`config.mk`:
```
export PLATFORM = sky130hd
export DESIGN_NAME = flash_pe_ctrl
export DESIGN_NICKNAME = d
export VERILOG_FILES = /design/src/rtl/pe_pkg.sv /design/src/rtl/pe_word_buf.sv /design/src/rtl/pe_cmd_fmt.sv /design/src/rtl/pe_seq.sv /design/src/rtl/flash_pe_ctrl.sv
export SDC_FILE = /design/constraint.sdc
export NUM_CORES = 1
export LEC_CHECK = 0
export CAP_MARGIN = 20
export CELL_PAD_IN_SITES_DETAIL_PLACEMENT = 0
export CELL_PAD_IN_SITES_GLOBAL_PLACEMENT = 1
export CORE_MARGIN = 2
export CORE_UTILIZATION = 56
export CTS_BUF_LIST = sky130_fd_sc_hd__clkbuf_2 sky130_fd_sc_hd__clkbuf_4 sky130_fd_sc_hd__clkbuf_8
export CTS_CLUSTER_SIZE = 14
export DETAILED_ROUTE_END_ITERATION = 8
export PLACE_DENSITY_LB_ADDON = 0.05
export SETUP_SLACK_MARGIN = 0.4
export SLEW_MARGIN = 20
export SYNTH_ARGS = -nofsm -noshare
export SYNTH_HDL_FRONTEND = slang
export SYNTH_HIERARCHICAL = 1
export SYNTH_SLANG_ARGS = --single-unit
```
`constraint.sdc`:
```
create_clock -name clk -period 3.9 [get_ports clk]
set_clock_uncertainty 0.05 [all_clocks]
set_input_delay 0.585 -clock clk [delete_from_list [all_inputs] [get_ports clk]]
set_output_delay 0.585 -clock clk [all_outputs]
set_load 0.05 [all_outputs]
```
`src/rtl/pe_pkg.sv`:
```
package pe_pkg;

   localparam logic [7:0] OPC_WREN = 8'h06;
   localparam logic [7:0] OPC_RDST = 8'h05;
   localparam logic [7:0] OPC_PP3  = 8'h02;
   localparam logic [7:0] OPC_PP4  = 8'h12;
   localparam logic [7:0] OPC_SE3  = 8'hD8;
   localparam logic [7:0] OPC_SE4  = 8'hDC;
   localparam logic [7:0] WEL_MASK = 8'h02;

   typedef enum logic {
      OP_PROGRAM = 1'b0,
      OP_ERASE   = 1'b1
   } pe_kind_e;

   typedef enum logic [3:0] {
      ST_IDLE,
      ST_WREN_GO,
      ST_WREN_WT,
      ST_RDST_GO,
      ST_RDST_WT,
      ST_STAT,
      ST_PUSH,
      ST_PP_GO,
      ST_PP_WT,
      ST_SE_GO,
      ST_SE_WT,
      ST_FIN
   } pe_state_e;

endpackage

```
`src/rtl/pe_word_buf.sv`:
```
module pe_word_buf #(
   parameter int WORDS = 16,
   parameter int WORD_W = 32,
   localparam int IDX_W = (WORDS > 1) ? $clog2(WORDS) : 1
) (
   input  logic              clk,
   input  logic              rst_n,
   input  logic              ld_we_i,
   input  logic [IDX_W-1:0]  ld_idx_i,
   input  logic [WORD_W-1:0] ld_word_i,
   input  logic              lock_i,
   input  logic [IDX_W-1:0]  rd_idx_i,
   output logic [WORD_W-1:0] rd_word_o
);

   generate
      if (WORDS < 1) begin : g_bad_words
         $error("pe_word_buf: WORDS must be at least 1");
      end
   endgenerate

   logic [WORDS-1:0][WORD_W-1:0] mem_q;

   always_ff @(posedge clk or negedge rst_n) begin
      if (!rst_n) begin
         mem_q <= '0;
      end else if (ld_we_i && !lock_i && (int'(ld_idx_i) < WORDS)) begin
         mem_q[ld_idx_i] <= ld_word_i;
      end
   end

   always_comb begin
      rd_word_o = '0;
      if (int'(rd_idx_i) < WORDS) rd_word_o = mem_q[rd_idx_i];
   end


   buf_locked_chk: assert property (@(posedge clk) disable iff (!rst_n)
      lock_i |=> $stable(mem_q));

endmodule

```
`src/rtl/pe_cmd_fmt.sv`:
```
module pe_cmd_fmt
   import pe_pkg::*;
#(
   parameter longint unsigned FLASH_BYTES = 64'd16777216,
   parameter logic [31:0]     ADDR_BASE   = 32'h6000_0000,
   parameter int              LEN_W       = 7
) (
   input  pe_state_e         state_i,
   input  logic [31:0]       off_i,
   input  logic [LEN_W-1:0]  len_i,
   output logic [7:0]        opcode_o,
   output logic [31:0]       addr_o,
   output logic [2:0]        abytes_o,
   output logic [LEN_W-1:0]  len_o
);

   localparam longint unsigned SMALL_LIMIT = 64'd16777216;
   localparam bit WIDE = (FLASH_BYTES > SMALL_LIMIT);

   logic [7:0] pp_op;
   logic [7:0] se_op;
   logic [2:0] ab;

   generate
      if (WIDE) begin : g_wide_addr
         assign pp_op = OPC_PP4;
         assign se_op = OPC_SE4;
         assign ab    = 3'd4;
      end else begin : g_narrow_addr
         assign pp_op = OPC_PP3;
         assign se_op = OPC_SE3;
         assign ab    = 3'd3;
      end
   endgenerate

   assign addr_o = ADDR_BASE + (off_i & 32'h00FF_FFFF);

   always_comb begin
      opcode_o = 8'h00;
      abytes_o = 3'd0;
      len_o    = '0;
      unique case (state_i)
         ST_WREN_GO, ST_WREN_WT: begin
            opcode_o = OPC_WREN;
         end
         ST_RDST_GO, ST_RDST_WT: begin
            opcode_o = OPC_RDST;
            len_o    = LEN_W'(1);
         end
         ST_PP_GO, ST_PP_WT: begin
            opcode_o = pp_op;
            abytes_o = ab;
            len_o    = len_i;
         end
         ST_SE_GO, ST_SE_WT: begin
            opcode_o = se_op;
            abytes_o = ab;
         end
         default: ;
      endcase
   end

endmodule

```
`src/rtl/pe_seq.sv`:
```
module pe_seq
   import pe_pkg::*;
#(
   parameter int MAX_POLL  = 16,
   parameter int PAGE_MAX  = 64,
   parameter int REQ_LEN_W = 8,
   localparam int LEN_W  = $clog2(PAGE_MAX + 1),
   localparam int WORDS  = (PAGE_MAX + 3) / 4,
   localparam int IDX_W  = (WORDS > 1) ? $clog2(WORDS) : 1,
   localparam int CNT_W  = IDX_W + 1,
   localparam int POLL_W = $clog2(MAX_POLL + 1)
) (
   input  logic                 clk,
   input  logic                 rst_n,
   input  logic                 req_valid_i,
   input  logic                 req_erase_i,
   input  logic [31:0]          req_offset_i,
   input  logic [REQ_LEN_W-1:0] req_len_i,
   input  logic                 cp_busy_i,
   input  logic                 cp_rx_valid_i,
   input  logic [7:0]           cp_rx_byte_i,
   output pe_state_e            state_o,
   output logic [31:0]          off_o,
   output logic [LEN_W-1:0]     len_o,
   output logic [IDX_W-1:0]     rd_idx_o,
   output logic                 busy_o,
   output logic                 done_o,
   output logic                 err_o,
   output logic                 cp_start_o,
   output logic                 cp_rx_clear_o,
   output logic                 cp_tx_valid_o
);

   generate
      if (MAX_POLL < 1) begin : g_bad_poll
         $error("pe_seq: MAX_POLL must be at least 1");
      end
      if ((2 ** REQ_LEN_W) <= PAGE_MAX) begin : g_bad_len
         $error("pe_seq: REQ_LEN_W too narrow for PAGE_MAX");
      end
   endgenerate

   pe_state_e          state_q;
   pe_kind_e           kind_q;
   logic [31:0]        off_q;
   logic [LEN_W-1:0]   len_q;
   logic [POLL_W-1:0]  poll_q;
   logic [CNT_W-1:0]   push_q;
   logic               err_q;

   logic [LEN_W-1:0]   len_clip;
   logic [LEN_W:0]     len_plus;
   logic [LEN_W-1:0]   nwords;
   logic               wel_seen;
   logic               last_push;

   always_comb begin
      if (int'(req_len_i) > PAGE_MAX) len_clip = LEN_W'(PAGE_MAX);
      else                            len_clip = LEN_W'(req_len_i);
   end

   assign len_plus  = {1'b0, len_q} + (LEN_W + 1)'(3);
   assign nwords    = LEN_W'(len_plus >> 2);
   assign wel_seen  = cp_rx_valid_i && ((cp_rx_byte_i & WEL_MASK) != 8'h00);
   assign last_push = ((LEN_W'(push_q) + LEN_W'(1)) == nwords);

   always_ff @(posedge clk or negedge rst_n) begin
      if (!rst_n) begin
         state_q <= ST_IDLE;
         kind_q  <= OP_PROGRAM;
         off_q   <= '0;
         len_q   <= '0;
         poll_q  <= '0;
         push_q  <= '0;
         err_q   <= 1'b0;
      end else begin
         unique case (state_q)
            ST_IDLE: begin
               if (req_valid_i) begin
                  kind_q  <= req_erase_i ? OP_ERASE : OP_PROGRAM;
                  off_q   <= req_offset_i;
                  len_q   <= len_clip;
                  poll_q  <= '0;
                  push_q  <= '0;
                  err_q   <= 1'b0;
                  state_q <= ST_WREN_GO;
               end
            end
            ST_WREN_GO: state_q <= ST_WREN_WT;
            ST_WREN_WT: begin
               if (!cp_busy_i) state_q <= (kind_q == OP_ERASE) ? ST_SE_GO : ST_RDST_GO;
            end
            ST_RDST_GO: state_q <= ST_RDST_WT;
            ST_RDST_WT: begin
               if (!cp_busy_i) state_q <= ST_STAT;
            end
            ST_STAT: begin
               if (wel_seen) begin
                  state_q <= (nwords == '0) ? ST_PP_GO : ST_PUSH;
               end else if (poll_q == POLL_W'(MAX_POLL - 1)) begin
                  err_q   <= 1'b1;
                  state_q <= ST_FIN;
               end else begin
                  poll_q  <= poll_q + POLL_W'(1);
                  state_q <= ST_WREN_GO;
               end
            end
            ST_PUSH: begin
               push_q <= push_q + CNT_W'(1);
               if (last_push) state_q <= ST_PP_GO;
            end
            ST_PP_GO: state_q <= ST_PP_WT;
            ST_PP_WT: begin
               if (!cp_busy_i) state_q <= ST_FIN;
            end
            ST_SE_GO: state_q <= ST_SE_WT;
            ST_SE_WT: begin
               if (!cp_busy_i) state_q <= ST_FIN;
            end
            ST_FIN:  state_q <= ST_IDLE;
            default: state_q <= ST_IDLE;
         endcase
      end
   end

   assign state_o       = state_q;
   assign off_o         = off_q;
   assign len_o         = len_q;
   assign rd_idx_o      = push_q[IDX_W-1:0];
   assign busy_o        = (state_q != ST_IDLE);
   assign done_o        = (state_q == ST_FIN);
   assign err_o         = err_q;
   assign cp_start_o    = (state_q == ST_WREN_GO) || (state_q == ST_RDST_GO) ||
                          (state_q == ST_PP_GO)   || (state_q == ST_SE_GO);
   assign cp_rx_clear_o = (state_q == ST_STAT);
   assign cp_tx_valid_o = (state_q == ST_PUSH);


   start_idle_port_chk: assert property (@(posedge clk) disable iff (!rst_n)
      cp_start_o |-> !cp_busy_i);


   push_idle_port_chk: assert property (@(posedge clk) disable iff (!rst_n)
      cp_tx_valid_o |-> !cp_busy_i);


   done_single_chk: assert property (@(posedge clk) disable iff (!rst_n)
      done_o |=> !done_o);


   err_with_done_chk: assert property (@(posedge clk) disable iff (!rst_n)
      $rose(err_o) |-> done_o);


   erase_no_poll_chk: assert property (@(posedge clk) disable iff (!rst_n)
      (state_q == ST_RDST_GO) |-> (kind_q == OP_PROGRAM));

endmodule

```
`src/rtl/flash_pe_ctrl.sv`:
```
module flash_pe_ctrl
   import pe_pkg::*;
#(
   parameter longint unsigned FLASH_BYTES = 64'd16777216,
   parameter logic [31:0]     ADDR_BASE   = 32'h6000_0000,
   parameter int              PAGE_MAX    = 64,
   parameter int              MAX_POLL    = 16,
   parameter int              REQ_LEN_W   = 8,
   localparam int LEN_W = $clog2(PAGE_MAX + 1),
   localparam int WORDS = (PAGE_MAX + 3) / 4,
   localparam int IDX_W = (WORDS > 1) ? $clog2(WORDS) : 1
) (
   input  logic                 clk,
   input  logic                 rst_n,
   input  logic                 req_valid,
   input  logic                 req_erase,
   input  logic [31:0]          req_offset,
   input  logic [REQ_LEN_W-1:0] req_len,
   input  logic                 ld_we,
   input  logic [IDX_W-1:0]     ld_idx,
   input  logic [31:0]          ld_word,
   output logic                 busy,
   output logic                 done,
   output logic                 err,
   output logic                 cp_start,
   output logic [7:0]           cp_opcode,
   output logic [31:0]          cp_addr,
   output logic [2:0]           cp_addr_bytes,
   output logic [LEN_W-1:0]     cp_len,
   input  logic                 cp_busy,
   input  logic                 cp_rx_valid,
   input  logic [7:0]           cp_rx_byte,
   output logic                 cp_rx_clear,
   output logic                 cp_tx_valid,
   output logic [31:0]          cp_tx_word
);

   generate
      if (PAGE_MAX < 1) begin : g_bad_page
         $error("flash_pe_ctrl: PAGE_MAX must be at least 1");
      end
   endgenerate

   pe_state_e         st;
   logic [31:0]       off_q;
   logic [LEN_W-1:0]  len_q;
   logic [IDX_W-1:0]  rd_idx;
   logic              busy_int;

   pe_seq #(
      .MAX_POLL  (MAX_POLL),
      .PAGE_MAX  (PAGE_MAX),
      .REQ_LEN_W (REQ_LEN_W)
   ) u_seq (
      .clk           (clk),
      .rst_n         (rst_n),
      .req_valid_i   (req_valid),
      .req_erase_i   (req_erase),
      .req_offset_i  (req_offset),
      .req_len_i     (req_len),
      .cp_busy_i     (cp_busy),
      .cp_rx_valid_i (cp_rx_valid),
      .cp_rx_byte_i  (cp_rx_byte),
      .state_o       (st),
      .off_o         (off_q),
      .len_o         (len_q),
      .rd_idx_o      (rd_idx),
      .busy_o        (busy_int),
      .done_o        (done),
      .err_o         (err),
      .cp_start_o    (cp_start),
      .cp_rx_clear_o (cp_rx_clear),
      .cp_tx_valid_o (cp_tx_valid)
   );

   pe_cmd_fmt #(
      .FLASH_BYTES (FLASH_BYTES),
      .ADDR_BASE   (ADDR_BASE),
      .LEN_W       (LEN_W)
   ) u_fmt (
      .state_i  (st),
      .off_i    (off_q),
      .len_i    (len_q),
      .opcode_o (cp_opcode),
      .addr_o   (cp_addr),
      .abytes_o (cp_addr_bytes),
      .len_o    (cp_len)
   );

   pe_word_buf #(
      .WORDS  (WORDS),
      .WORD_W (32)
   ) u_buf (
      .clk       (clk),
      .rst_n     (rst_n),
      .ld_we_i   (ld_we),
      .ld_idx_i  (ld_idx),
      .ld_word_i (ld_word),
      .lock_i    (busy_int),
      .rd_idx_i  (rd_idx),
      .rd_word_o (cp_tx_word)
   );

   assign busy = busy_int;

endmodule

```
### Word-level counts from Yosys, hierarchy flattened

Cells that the tools add are included.

| word-level totals | value |
|---|---|
| input bits | 91 |
| register bits | 559 |
| logic and storage cells | 105 |

| operators by class | value |
|---|---|
| add/sub/neg operators | 5 |
| mux-type cells | 29 |
| equal/unequal tests | 21 |
| reductions and logical operators | 23 |
| order comparisons | 4 |

Operators with widths:

| kind | number |
|---|---|
| $bwmux W512 | 1 |
| $bmux W32 S4 | 1 |
| $demux W32 S4 | 1 |
| $mux W32 | 2 |
| $pmux W4 S10 | 1 |
| $add A31 B24 Y32 const A | 1 |
| $mux W4 | 8 |
| $pmux W8 S4 | 1 |
| $pmux W5 S2 | 2 |
| $eq A4 B3 Y1 const B | 4 |
| $eq A4 B4 Y1 const B | 4 |
| $mux W5 | 3 |
| $pmux W7 S2 | 1 |
| $ne A2 B2 Y1 const B | 6 |
| $add A5 B1 Y5 const B | 2 |
| $lt A4 B5 Y1 const B | 2 |
| $reduce_or A2 Y1 | 5 |
| $add A7 B2 Y8 const B | 1 |
| $eq A4 B2 Y1 const B | 2 |
| $gt A8 B7 Y1 const B | 1 |
| $reduce_and A4 Y1 | 2 |
| $eq A7 B6 Y1 | 1 |
| $logic_not A7 Y1 | 1 |
| $mux W7 | 1 |
| 17 further kinds | 28 |

### Logic depth before layout (Yosys ltp)

| logic depth | value |
|---|---|
| depth after elaboration | 5 |
| mapped depth | 8 |

### Modules after synthesis

Netlist, hierarchy kept.

Modules (own cells, without submodules):

| module | instances | area each (µm²) | sequential area each (µm²) | cells each |
|---|---|---|---|---|
| pe_word_buf | 1 | 22968.3 | 12812.3 | 1405 |
| pe_seq | 1 | 2618.8 | 1376.3 | 307 |
| pe_cmd_fmt | 1 | 494.2 | 0.0 | 71 |

### Worst setup path after synthesis

Ideal clock, no wire load.

| timing | value |
|---|---|
| path kind | register to output |
| start | register u_seq.state_q[0] (netlist: u_seq/state_o[0]) |
| end | output port cp_addr_bytes[1] |
| buffers on the path | 2 |
| path slack | 0.978 ns |
| arrival | 2.287 ns |
| data required time | 3.265 ns |
| stages on the path, launching flop included | 5 |
| cell sequence | dfrtp_1 -> buf_6 -> and2_2 -> o21ai_0 -> buf_4 |

| between the ends | value |
|---|---|
| word-level cells in the longest chain between the ends | 3 |
| elaborated cells between the ends (all ways) | 6 |
| classes of those cells | 4 x eq/ne; 1 x mux; 1 x reduce/logical |

RTL lines:

| what | line | RTL |
|---|---|---|
| start, declared | pe_seq.sv:43 | `pe_state_e state_q;` |
| start signal, assigned | pe_seq.sv:91 | `if (!cp_busy_i) state_q <= (kind_q == OP_ERASE) ? ST_SE_GO : ST_RDST_GO;` |
| start signal, assigned | pe_seq.sv:99 | `state_q <= (nwords == '0) ? ST_PP_GO : ST_PUSH;` |
| $eq A4 B4 Y1 or $eq A4 B3 Y1 (tied branches) | pe_cmd_fmt.sv:42 | `unique case (state_i)` |
| $reduce_or A4 Y1 (no line) * | -- |  |
| $mux W2 * | pe_cmd_fmt.sv:42 |  |
| end, declared | flash_pe_ctrl.sv:28 | `output logic [2:0] cp_addr_bytes,` |

Mark *: on every way between the ends. The rest lies on a longest branch, timed or not.

### Worst setup path after layout

| timing | value |
|---|---|
| start | register u_seq.push_q[0] |
| end | output port cp_tx_word[24] |

| between the ends | value |
|---|---|
| word-level cells in the longest chain between the ends | 2 |

RTL lines:

| what | line | RTL |
|---|---|---|
| start, declared | pe_seq.sv:48 | `logic [CNT_W-1:0] push_q;` |
| start signal, assigned | pe_seq.sv:109 | `push_q <= push_q + CNT_W'(1);` |
| $bmux W32 S4 | pe_word_buf.sv:34 | `if (int'(rd_idx_i) < WORDS) rd_word_o = mem_q[rd_idx_i];` |
| $mux W32 (not written as such) | pe_word_buf.sv:34 |  |
| end, declared | flash_pe_ctrl.sv:35 | `output logic [31:0] cp_tx_word` |

No other way between the ends. The select of a mux whose other input is x is not followed.

==> results by group <==
Run status
  – Outcome: completed

Worst hold path
  – WHS Endpoint: u_seq/off_o[23]
  – Hold Crit Depth: 3
  – Worst Hold Launch: req_offset[23]
  – Worst min-delay path category: in2reg

STA
  – Unrepaired setup endpoints after global routing: yes
  – Max-slew violations: 0
  – Setup violators final: 0
  – Clock period minus worst slack: about 3.4 ns
  – Final hold slack: 0.382 ns
  – Max_slew headroom: 40.5%
  – Final Hold Viols: 0
  – Fmax: 292 MHz
  – Worst Max-Slew Pin Slew: 0.890 ns
  – Final Cycle Share: 87.7%
  – Setup TNS Final: 0 ns

Floorplan
  – Number of cell rows: 78
  – Initial Utilization: 56.8%
  – Die ar.: roughly 0.048 sq mm
  – Die H: 219 um
  – Core area: 0.0454 sq mm
  – # IOs: 179
  – Chip width: roughly 220 um

Finish
  – # fillers: 3338
  – Area Overhead vs Synth: 16.0%
  – # diodes: 0
  – Fin nets: 1971
  – Share of layout cells above drive strength 1: roughly 46%
  – Leading cell type in the layout, fill and taps excluded: dfrtp_1
  – Most frequent cells in the layout: dfrtp_1, mux2_2, nand2_1

Critical path
  – Critical path type: reg2out
  – CP cell instances: buf_12 > buf_6 > mux4_2 > a22oi_1 > nand2_1 > buf_4
  – Worst R2R Start: u_seq/state_o[1]
  – Critical path data arrival time: 2.79 ns
  – Reg2reg path depth: 6
  – Data required time of the worst path: 3.26 ns
  – CP endpoint kind: primary output
  – Delay-heaviest family, CP: buffers and inverters
  – Setup crit start kind: register
  – Largest stage delay on the critical path: 0.56 ns
  – Max Fanout on Critical Path: 22
  – Worst path bufs/invs: 3
  – Slowest CP cell: dfrtp_4
  – Reg-to-reg slack, setup: approximately 1.0 ns
  – FF-to-FF End: u_buf/mem_q[109]

Pwr
  – Final Power: 23.4 mW
  – Max IR drop VDD: 0.000559 V
  – PwrDens: 781 mW/mm^2
  – Leakage: 14.2 nW

Yosys
  – Syn. warnings: 6
  – Syn_area_per_cell: 14.7 sq um
  – Synthesized area: around 0.026 sq mm
  – Synth Instances: ~1800

Place
  – DP HPWL: 34200 um
  – Gpl congestion: 0.721
  – IO Port Bufs: 153

Route
  – Post-Route WL: 60100 um
  – Detailed Routing Iterations Pass 1: 7
  – Vias/cell: 5.90
  – Wire length per cell: 23.6 um
  – Routed vias: about 15000
  – Antenna-violating nets left: 0
  – Initial DRC Count: roughly 970
  – # DRC: 0

Global routing
  – Antenna violations before repair: 0
  – Largest net degree at the start of global routing: 111
  – All-Layer GR Usage: 26.0%
  – Vias in the first global route: 16150
  – Congestion Overflow GR: 0
  – First-pass GRT wire length: 94000 um

Clocking
  – CTS root buf: clkbuf_8
  – CTS Sinks: about 560
  – CTS tree: built
  – Clk slew on worst S/H paths: 0.06 ns
  – Clock buffer count from CTS: 93
  – H-tree Lvls: 3
  – Clock Latency Late Sink: around 0.68 ns
  – Clock buffer depth: 3

Run
  – Max-cap violations: 0
[cell type report]
cell class / count / area (sq um) / area share [%]
Sequential cell: 559 / 14000 / 46.8
Multi-Input combinational cell: 1007 / 10900 / 36.3
Timing Repair Buffer: 208 / 2230 / 7.44
Clock buffer: 156 / 1920 / 6.40
Tap cell: 600 / 751 / 2.51
Clock inverter: 14 / 131 / 0.439
Inverter: 8 / 30.0 / 0.100
[routing by layer]
metal / vias to the layer above / GRT usage, % / wire length [um]
met5: - / 0 / 0
met4: 0 / 7.21 / 1220
met3: 97 / 5.12 / 2660
met2: 312 / 41.8 / 29000
met1: 8027 / 36.5 / 27200
li1: 6614 / - / -
[power breakdown]
group | internal [mW] | switching (mW) | leakage, nW
Combinational | 4.32 | 4.07 | 5.62
Clock | 3.22 | 2.33 | 1.09
Sequential | 8.17 | 1.26 | 7.45
Total | 15.7 | 7.66 | 14.2
[state kept, by name, summed over array words and instances (netlist names)]
register	cells
u_seq/kind_q	1
u_seq/err_o	1
u_seq/off_o	24
u_buf/mem_q	512
u_seq/poll_q	5
u_seq/push_q	5
u_seq/state_o	4
u_seq/len_o	7
[timing repair]
action                                  CTS  global route
hold buffers                              1             0
endpoints found under the hold margin    63             0
pin swaps                                 0             0
endpoints found under the setup margin   37            28
resized for setup                        35            55
buffers inserted                          1             1
gates cloned                              0             3
[through the flow]
stage,instance area [sq um],std cells,util [%],setup slack (ns)
2_1_floorplan,25800,1759,-,0.978
3_3_place_gp,27800,2376,61.3,0.653
3_5_place_dp,27800,2376,61.3,0.651
4_1_cts,29900,2548,65.8,0.302
5_1_grt,29900,2552,66.0,0.318
6_report,29900,2552,66.0,0.478
[worst max-delay path by stage]
stage | from | end | slack [ns] | cells after the start
3_3_place_gp | u_seq/push_q[0] | cp_tx_word[3] | 0.65 | 5
6_report | u_seq/push_q[0] | cp_tx_word[24] | 0.48 | 6
3_5_place_dp | u_seq/push_q[0] | cp_tx_word[3] | 0.65 | 5
5_1_grt | u_seq/push_q[0] | cp_tx_word[24] | 0.32 | 6
2_1_floorplan | u_seq/state_o[0] | cp_addr_bytes[1] | 0.98 | 4
4_1_cts | u_seq/push_q[0] | cp_tx_word[29] | 0.30 | 5
[worst reg2reg max path, stage by stage, from the launching register on]
cell      delay (ns)
dfrtp_1         0.37
nor2_1          0.23
nand2_1         0.27
nand4b_1        0.46
or3_2           0.74
buf_12          0.29
mux2_4          0.36
(Power assumes the default switching activity.)
